$ cat src/rtl/cpg_pkg.sv
package cpg_pkg;

    typedef enum logic [2:0] {
        ST_SHUT   = 3'd0,
        ST_NORM   = 3'd1,
        ST_OCDLY  = 3'd2,
        ST_OCOPEN = 3'd3,
        ST_ODCCHG = 3'd4,
        ST_UVCHG  = 3'd5,
        ST_SHORT  = 3'd6,
        ST_TAP    = 3'd7
    } cpg_state_e;

    typedef struct packed {
        cpg_state_e st;
    } cpg_ctl_t;

endpackage

$ cat src/rtl/cpg_qual.sv
module cpg_qual #(
    parameter int QUAL_TICKS = 2
) (
    input  logic clk,
    input  logic rst_n,
    input  logic tick,
    input  logic cond,
    output logic met
);
    localparam int CW = (QUAL_TICKS > 1) ? $clog2(QUAL_TICKS) : 1;

    logic [CW-1:0] cnt_d, cnt_q;
    logic [CW:0]   nxt;

    always_comb begin
        nxt   = {1'b0, cnt_q} + 1'b1;
        met   = cond && (nxt >= (CW+1)'(QUAL_TICKS));
        cnt_d = cnt_q;
        if (tick) begin
            if (!cond)
                cnt_d = '0;
            else if (!met)
                cnt_d = nxt[CW-1:0];
        end
    end

    always_ff @(posedge clk or negedge rst_n) begin
        if (!rst_n)
            cnt_q <= '0;
        else
            cnt_q <= cnt_d;
    end
endmodule

$ cat src/rtl/cpg_delay.sv
module cpg_delay #(
    parameter int DLY_W = 8
) (
    input  logic             clk,
    input  logic             rst_n,
    input  logic             tick,
    input  logic             run,
    input  logic [DLY_W-1:0] limit,
    output logic             last
);
    logic [DLY_W-1:0] cnt_d, cnt_q;
    logic [DLY_W:0]   nxt;

    always_comb begin
        nxt   = {1'b0, cnt_q} + 1'b1;
        last  = run && (nxt >= {1'b0, limit});
        cnt_d = cnt_q;
        if (!run)
            cnt_d = '0;
        else if (tick && !last)
            cnt_d = nxt[DLY_W-1:0];
    end

    always_ff @(posedge clk or negedge rst_n) begin
        if (!rst_n)
            cnt_q <= '0;
        else
            cnt_q <= cnt_d;
    end
endmodule

$ cat src/rtl/cpg_slot.sv
module cpg_slot #(
    parameter int SLOTS = 8
) (
    input  logic clk,
    input  logic rst_n,
    input  logic tick,
    output logic slot_first,
    output logic slot_last
);
    localparam int SW = (SLOTS > 1) ? $clog2(SLOTS) : 1;

    logic [SW-1:0] slot_d, slot_q;

    generate
        if (SLOTS == (1 << SW)) begin : g_pow2
            always_comb begin
                slot_d = slot_q;
                if (tick)
                    slot_d = slot_q + 1'b1;
            end
        end else begin : g_wrap
            always_comb begin
                slot_d = slot_q;
                if (tick)
                    slot_d = (slot_q == SW'(SLOTS - 1)) ? '0 : slot_q + 1'b1;
            end
        end
    endgenerate

    assign slot_first = (slot_q == '0);
    assign slot_last  = (slot_q == SW'(SLOTS - 1));

    always_ff @(posedge clk or negedge rst_n) begin
        if (!rst_n)
            slot_q <= '0;
        else
            slot_q <= slot_d;
    end
endmodule

$ cat src/rtl/cellpair_guard.sv
module cellpair_guard
    import cpg_pkg::*;
#(
    parameter int DLY_W      = 8,
    parameter int QUAL_TICKS = 2,
    parameter int SLOTS      = 8
) (
    input  logic             clk,
    input  logic             rst_n,
    input  logic             tick,
    input  logic [DLY_W-1:0] delay_ticks,
    input  logic [1:0]       cell_ovc,
    input  logic [1:0]       cell_ovd,
    input  logic             pack_uv,
    input  logic             chg_in,
    input  logic             load_in,
    input  logic             short_in,
    input  logic             tap_open,
    output logic             sw_en,
    output logic [1:0]       bleed_en,
    output logic             shutdown
);
    cpg_ctl_t   ctl_d, ctl_q;
    cpg_state_e target;
    logic       cond_oc, qual_met, dly_run, dly_last;
    logic       slot_first, slot_last, on_slot, chg_eff;

    assign cond_oc = (|cell_ovc) && chg_in && !load_in;
    assign dly_run = (ctl_q.st == ST_OCDLY) && cond_oc;

    cpg_qual #(.QUAL_TICKS(QUAL_TICKS)) u_qual (
        .clk(clk), .rst_n(rst_n), .tick(tick), .cond(cond_oc), .met(qual_met)
    );

    cpg_delay #(.DLY_W(DLY_W)) u_delay (
        .clk(clk), .rst_n(rst_n), .tick(tick), .run(dly_run),
        .limit(delay_ticks), .last(dly_last)
    );

    cpg_slot #(.SLOTS(SLOTS)) u_slot (
        .clk(clk), .rst_n(rst_n), .tick(tick),
        .slot_first(slot_first), .slot_last(slot_last)
    );

    // During an on slot of a duty pattern the charger is taken as present;
    // it is polled only in the off slots.
    always_comb begin
        on_slot = ((ctl_q.st == ST_ODCCHG) && !slot_last) ||
                  ((ctl_q.st == ST_UVCHG) && slot_first);
        chg_eff = chg_in || on_slot;
    end

    // Tick decision ordered by priority: tap, pack, discharge, charge.
    always_comb begin
        target = ST_NORM;
        if (tap_open)
            target = (pack_uv && chg_eff) ? ST_UVCHG : ST_TAP;
        else if (pack_uv)
            target = chg_eff ? ST_UVCHG : ST_SHUT;
        else if (|cell_ovd)
            target = chg_eff ? ST_ODCCHG : ST_SHUT;
        else if ((|cell_ovc) && !load_in) begin
            if (ctl_q.st == ST_OCOPEN)
                target = ST_OCOPEN;
            else if (chg_in) begin
                if (ctl_q.st == ST_OCDLY)
                    target = dly_last ? ST_OCOPEN : ST_OCDLY;
                else
                    target = qual_met ? ST_OCDLY : ST_NORM;
            end
        end
    end

    always_comb begin
        ctl_d = ctl_q;
        if (ctl_q.st == ST_SHUT) begin
            if (tick && chg_in)
                ctl_d.st = short_in ? ST_SHORT : target;
        end else if (short_in) begin
            ctl_d.st = ST_SHORT;
        end else if (ctl_q.st == ST_SHORT) begin
            if (tick && !load_in)
                ctl_d.st = target;
        end else if (tick) begin
            ctl_d.st = target;
        end
    end

    always_ff @(posedge clk or negedge rst_n) begin
        if (!rst_n)
            ctl_q <= '{st: ST_SHUT};
        else
            ctl_q <= ctl_d;
    end

    always_comb begin
        sw_en = (ctl_q.st == ST_NORM) || (ctl_q.st == ST_OCDLY) ||
                ((ctl_q.st == ST_ODCCHG) && !slot_last) ||
                ((ctl_q.st == ST_UVCHG) && slot_first);
        bleed_en = cell_ovc & {2{(ctl_q.st == ST_OCOPEN) && chg_in}};
        shutdown = (ctl_q.st == ST_SHUT);
    end
endmodule

$ cat config.mk
export PLATFORM = sky130hd
export DESIGN_NAME = cellpair_guard
export DESIGN_NICKNAME = d
export VERILOG_FILES = /design/src/rtl/cpg_pkg.sv /design/src/rtl/cpg_qual.sv /design/src/rtl/cpg_delay.sv /design/src/rtl/cpg_slot.sv /design/src/rtl/cellpair_guard.sv
export SDC_FILE = /design/constraint.sdc
export NUM_CORES = 1
export LEC_CHECK = 0
export ABC_AREA = 1
export BUFFER_PORTS_ARGS = -buffer_cell sky130_fd_sc_hd__buf_2
export CAP_MARGIN = 10
export CORE_MARGIN = 10
export CORE_UTILIZATION = 45
export CTS_BUF_LIST = sky130_fd_sc_hd__clkbuf_8
export DETAILED_ROUTE_END_ITERATION = 10
export PLACE_DENSITY_LB_ADDON = 0.05
export SYNTH_ARGS = -nofsm -noshare
export SYNTH_HDL_FRONTEND = slang
export SYNTH_SLANG_ARGS = --single-unit
$ cat constraint.sdc
create_clock -name clk -period 2 [get_ports clk]
set_clock_uncertainty 0.1 [all_clocks]
set_input_delay 0.3 -clock clk [delete_from_list [all_inputs] [get_ports clk]]
set_output_delay 0.3 -clock clk [all_outputs]
set_load 0.05 [all_outputs]
# After elaboration in Yosys (flattened, before gate mapping)
# Index checks and enable logic that the tools add are counted.
[totals]
register_bits = 15
in_bits = 20
[op_classes]
muxes = 23
n_eq_ne = 11
n_reduce_logical = 28
bitwise_logic = 1
n_lt_le_gt_ge = 2
add_sub_neg = 3
[ops]
columns = ["operator", "count"]
rows = [
  ["2-to-1 mux 3 bit", 12],
  ["2-to-1 mux 8 bit", 2],
  ["logical AND 1 bit", 13],
  ["== test 3 bit, second input constant", 4],
  ["2-to-1 mux 2 bit", 6],
  ["adder 8 x 1 -> 9 bit, second input constant", 1],
  [">= comparator 9 x 8 -> 1 bit", 1],
  ["== test 3 x 2 -> 1 bit, second input constant", 2],
  ["logical NOT 3 bit", 2],
  ["logical OR 1 bit", 5],
  ["inequality test 2 bit, second input constant", 2],
  ["inequality test 4 x 3 -> 1 bit, second input constant", 1],
  ["nonzero test 4 bit", 1],
  ["OR reduction 2 bit", 2],
  ["adder 3 x 1 -> 3 bit, second input constant", 1],
  ["== test 3 x 1 -> 1 bit, second input constant", 1],
  ["logical NOT 1 bit", 3],
  ["2-to-1 mux 1 bit", 3],
  ["AND reduction 3 bit", 1],
  ["adder 1 x 1 -> 2 bit, second input constant", 1],
  ["AND 2 bit", 1],
  [">= comparator 2 bit, second input constant", 1],
  ["inequality test 2 x 1 -> 1 bit, second input constant", 1],
  ["AND reduction 2 bit", 1],
]

# Longest topological paths before layout
[logic_depth]
depth_word = 17
depth_mapped = 20
depth_no_buf = 20

# Modules after synthesis
# A second synthesis with hierarchy kept.
[hier_totals]
hier_cells = 201
hier_area_um2 = 1292.5
[modules_own_cells]
columns = ["module", "seq_area_each_um2", "cells_each", "area_each_um2", "n_inst"]
rows = [
  ["cpg_delay", 200.2, 108, 738.2, 1],
  ["cellpair_guard", 75.1, 66, 341.6, 1],
  ["cpg_slot", 75.1, 20, 165.2, 1],
  ["cpg_qual", 25.0, 7, 47.5, 1],
]

# Worst setup path after synthesis
# OpenSTA, ideal clock, no wires.
[synth_path]
kind = "reg2reg"
from = "register u_delay.cnt_q[0]"
to = "register u_delay.cnt_q[4]"
n_path_buf = 0
setup_ns = 0.076
required_ns = 1.824
path_slack_ns = -0.112
period_less_slack_ns = 2.112
path_stages_with_launch = 16
arrival_time_ns = 1.936
cell_sequence = "dfrtp_1 ha_1 nand3_2 xor2_1 ha_1 nand2_1 inv_1 nand2_1 nand3_1 nand2_1 nand2_1 nand2_2 nand3_2 nand2_2 nand3_1 o21ai_1"
[synth_via]
elab_chain_cells = 6
word_cells_on_any_way = 8
cone_classes = "add/sub: 1; order compare: 1; eq/ne: 1; mux: 2; reduce/logical: 3"
[synth_rtl]
columns = ["element", "line", "source"]
rows = [
  ["from (decl)", "cpg_delay.sv:11", "logic [DLY_W-1:0] cnt_d, cnt_q;"],
  ["from (signal assigned)", "cpg_delay.sv:28", "cnt_q <= cnt_d;"],
  ["adder 8 x 1 -> 9 bit *", "cpg_delay.sv:15", "nxt = {1'b0, cnt_q} + 1'b1;"],
  [">= comparator 9 x 8 -> 1 bit", "cpg_delay.sv:16", "last = run && (nxt >= {1'b0, limit});"],
  ["logical AND 1 bit", "cpg_delay.sv:16", ""],
  ["logical NOT 1 bit", "cpg_delay.sv:20", "else if (tick && !last)"],
  ["logical AND 1 bit", "cpg_delay.sv:20", ""],
  ["inequality test 2 bit (no source line)", "n/a", ""],
]
# Mark *: on every way between the ends. The rest lies on a longest branch, timed or not. The select of a mux whose other input is x is not followed.
# A chain may end at the register's enable or synchronous reset.

# Final worst setup path
[layout_path]
from = "register u_delay.cnt_q[0]"
to = "register u_delay.cnt_q[3]"
# The elaborated chain is that of the path after synthesis.

==> results.json <==
{
  "synth_top_area_share_pct": 30.4,
  "reg2reg_from": "u_delay.cnt_q[0]",
  "syn-num-nets": 193,
  "drt-met1-wl_um": 1300,
  "hp-class": "in2reg",
  "core-area_um2": 2540,
  "fin_area_um2": 1610,
  "grtUsageTotal_pct": 10.7,
  "synth-edff-count": 0,
  "cp-start-kind": "register",
  "wl_um": 2780,
  "port_buffers": 23,
  "grt_first_pass_wirelength_um": 4660,
  "syn_area_um2": 1230,
  "clockBufferDepth": 2,
  "met3WireLength_um": 153,
  "synthAdderAreaFrac_pct": 12.2,
  "yosys.area_share.xor_xnor_pct": 3.55,
  "cellLeakagePower_nw": 0.875,
  "ys.flop_type": "dfrtp_1",
  "drv_cap": 0,
  "clk_pin_slew_worst_paths_ns": 0.06,
  "grt_pass1_vias": 1099,
  "grt_overflow_total": 0,
  "synth_warnings": 0,
  "arrival_ns": 2.32,
  "slew_viol_final": 0,
  "dpl_cell_area_um2": 1470,
  "period_minus_slack_ns": 2.25,
  "ys_async_sr_fraction_pct": 100,
  "cts_tree": "done",
  "synth-seq-cells": 15,
  "cts.sinks": 15,
  "power_density_nw_per_um2": 526,
  "yosysSeqAreaShare_pct": 30.4,
  "die_h_um": 72.4,
  "synth_top_family_by_area": "simple AND/OR/NAND/NOR gates",
  "min_from": "short_in",
  "start_util_pct": 48.5,
  "drive_gt1_share_pct": 35.3,
  "cp_max_fo": 7,
  "num_antenna_cells": 0,
  "vias": 1118,
  "yosys.area.top_type": "dfrtp_1",
  "routed.top_layer": "met4",
  "drcViolationCount": 0,
  "rows": 18,
  "path_class": "reg2reg",
  "rsz0062_at_grt": "yes",
  "yosys.area_share.simple_pct": 27.7,
  "required_ns": 2.07,
  "num-fill-cells": 235,
  "hold_violations": 0,
  "die_area_um2": 5240,
  "cts_buffers": 3,
  "relSlewSlack_pct": 77.9,
  "place.gp.congestion": 0.865,
  "clk_latency_ns": 0.24,
  "fp.dieW_um": 72.4,
  "synth_compound_area_share_pct": 14.7,
  "reg2reg_slack_ns": -0.25,
  "antenna_found_initial": 0,
  "synth_mux_area_share_pct": 0,
  "fin_nets": 234,
  "startpoint": "u_delay.cnt_q[0]",
  "yosys-top-cells-area": "dfrtp_1 30%, ha_1 12%, inv_1 9.4%",
  "endpoint_kind": "register",
  "grt_max_degree": 16,
  "fmax_ghz": 0.444,
  "ant_nets": 0,
  "routedWlPerCell_um": 12.0,
  "ios": 24,
  "period_share_pct": 113,
  "syn_to_final_growth_pct": 30.5,
  "avgViaCountPerCell": 4.84,
  "met2WireLength_um": 1310,
  "worstMarginPinSlew_ns": 0.331,
  "peakVddDrop_mv": 0.653,
  "drt-initial-drc-count": 90,
  "synth_cell_types": 28,
  "setup_viol": 9,
  "timing.final.ws_setup_ns": -0.254,
  "cts_root_buf": "clkbuf_8",
  "syn-instance-count": 161,
  "htreeDepth": 1,
  "violations": "negative setup slack",
  "outcome": "finished, violations left",
  "totalPowerFinal_uw": 848,
  "first_pass_iters": 4,
  "dp_hpwl_um": 2260,
  "avgSynthCellArea_um2": 7.67
}
==> power by group <==
group / internal (mW) / total, mW / switching [mW]
combinational: 0.0952 / 0.239 / 0.144
sequential: 0.343 / 0.375 / 0.0320
clock: 0.136 / 0.233 / 0.0975
==> synth_stat cells, types with 2 or more instances <==
library cell  instances
o21ai_0               3
o21ai_1               7
inv_1                31
nor3_1                2
nor2_1                7
xor2_1                5
a22oi_1               2
ha_1                 12
nand2_1              31
nand2_2               4
dfrtp_1              15
inv_2                 5
nand3_2               2
nand3_1              14
nor2_2                3
a21oi_1               6
==> area by class of cell <==
class / instances / area, µm² / area share (%)
tap: 30 / 37.5 / 2.33
multi-input combinational: 109 / 790 / 49.0
clock inverter: 1 / 3.75 / 0.233
timing repair buffer: 37 / 229 / 14.2
inverter: 36 / 135 / 8.39
sequential: 15 / 375 / 23.3
clock buffer: 3 / 41.3 / 2.56
==> logic make-up after synthesis <==
| family | after synthesis |
|---|---|
| AND/OR/NAND/NOR | 67 |
| XOR/XNOR | 5 |
| adder cells (fa/ha/maj) | 12 |
| AO/OA/AOI/OAI | 25 |
| flip-flops | 15 |
| buffers and inverters | 37 |
==> final timing paths <==
path | cells after the start | to
setup / recovery | 14 | u_delay.cnt_q[3]
hold / removal | 4 | ctl_q[0]
setup reg to reg | 14 | u_delay.cnt_q[3]
hold reg to reg | 1 | u_slot.slot_q[0]
max in group asynchronous | 2 | ctl_q[0]
min in group asynchronous | 2 | u_delay.cnt_q[7]
==> metal layers <==
metal  vias up  global-route usage, %
met5         -                      0
met4         0                   3.16
met3         2                   3.67
met2        21                   17.1
met1       497                   13.3
li1        598                      -
==> per-stage QoR <==
stage                     TNS [ns]  hold slack, ns  setup slack [ns]  utilization (%)  instances
final                        -2.17           0.270            -0.254             63.3        231
after global routing         -3.58           0.290            -0.442             63.3        231
after CTS                    -1.93           0.264            -0.224             61.2        230
after detailed placement     -1.96           0.123            -0.233             57.9        223
after global placement       -1.54           0.114            -0.200             57.9        223
after floorplan             -0.517         -0.0956           -0.0889                -        161
==> cell usage in the layout (no fill, tap or decap), types with 2 or more instances in the layout <==
cell,n
inv_1,31
nor2_2,3
a21oi_1,6
a22oi_1,2
nand3_2,2
o21ai_0,3
buf_2,22
ha_1,11
nor2_1,6
o21ai_2,4
clkbuf_8,3
nor3_2,2
nand3_1,13
nand2_1,31
o21ai_1,3
xor2_2,2
inv_2,6
buf_4,13
xor2_1,3
nand2_2,4
dfrtp_1,15
==> repair_timing <==
item                                    CTS  global route
gates resized for setup                   3            11
buffers inserted                          2             1
cloned                                    0             0
hold buffers                              1             0
endpoints found under the setup margin    9            10
hold endpoints to repair                 15             0
pin swaps                                 2             6
==> registers in the layout (all words and copies together) (netlist names) <==
signal and cells:
u_slot.slot_q 3, ctl_q 3, u_delay.cnt_q 8, u_qual.cnt_q 1
==> critical path, stage by stage, from the launching register on <==
cell,delay [ns]
dfrtp_1,0.43
ha_4,0.18
nand3_4,0.08
xor2_2,0.16
ha_1,0.31
nand2_1,0.08
inv_1,0.05
nand2_1,0.06
nand3_1,0.08
nand2_1,0.06
nand2_1,0.05
nand2_2,0.09
buf_4,0.12
nand4_4,0.15
o22ai_2,0.18
Power figures use the tool's default switching activity.
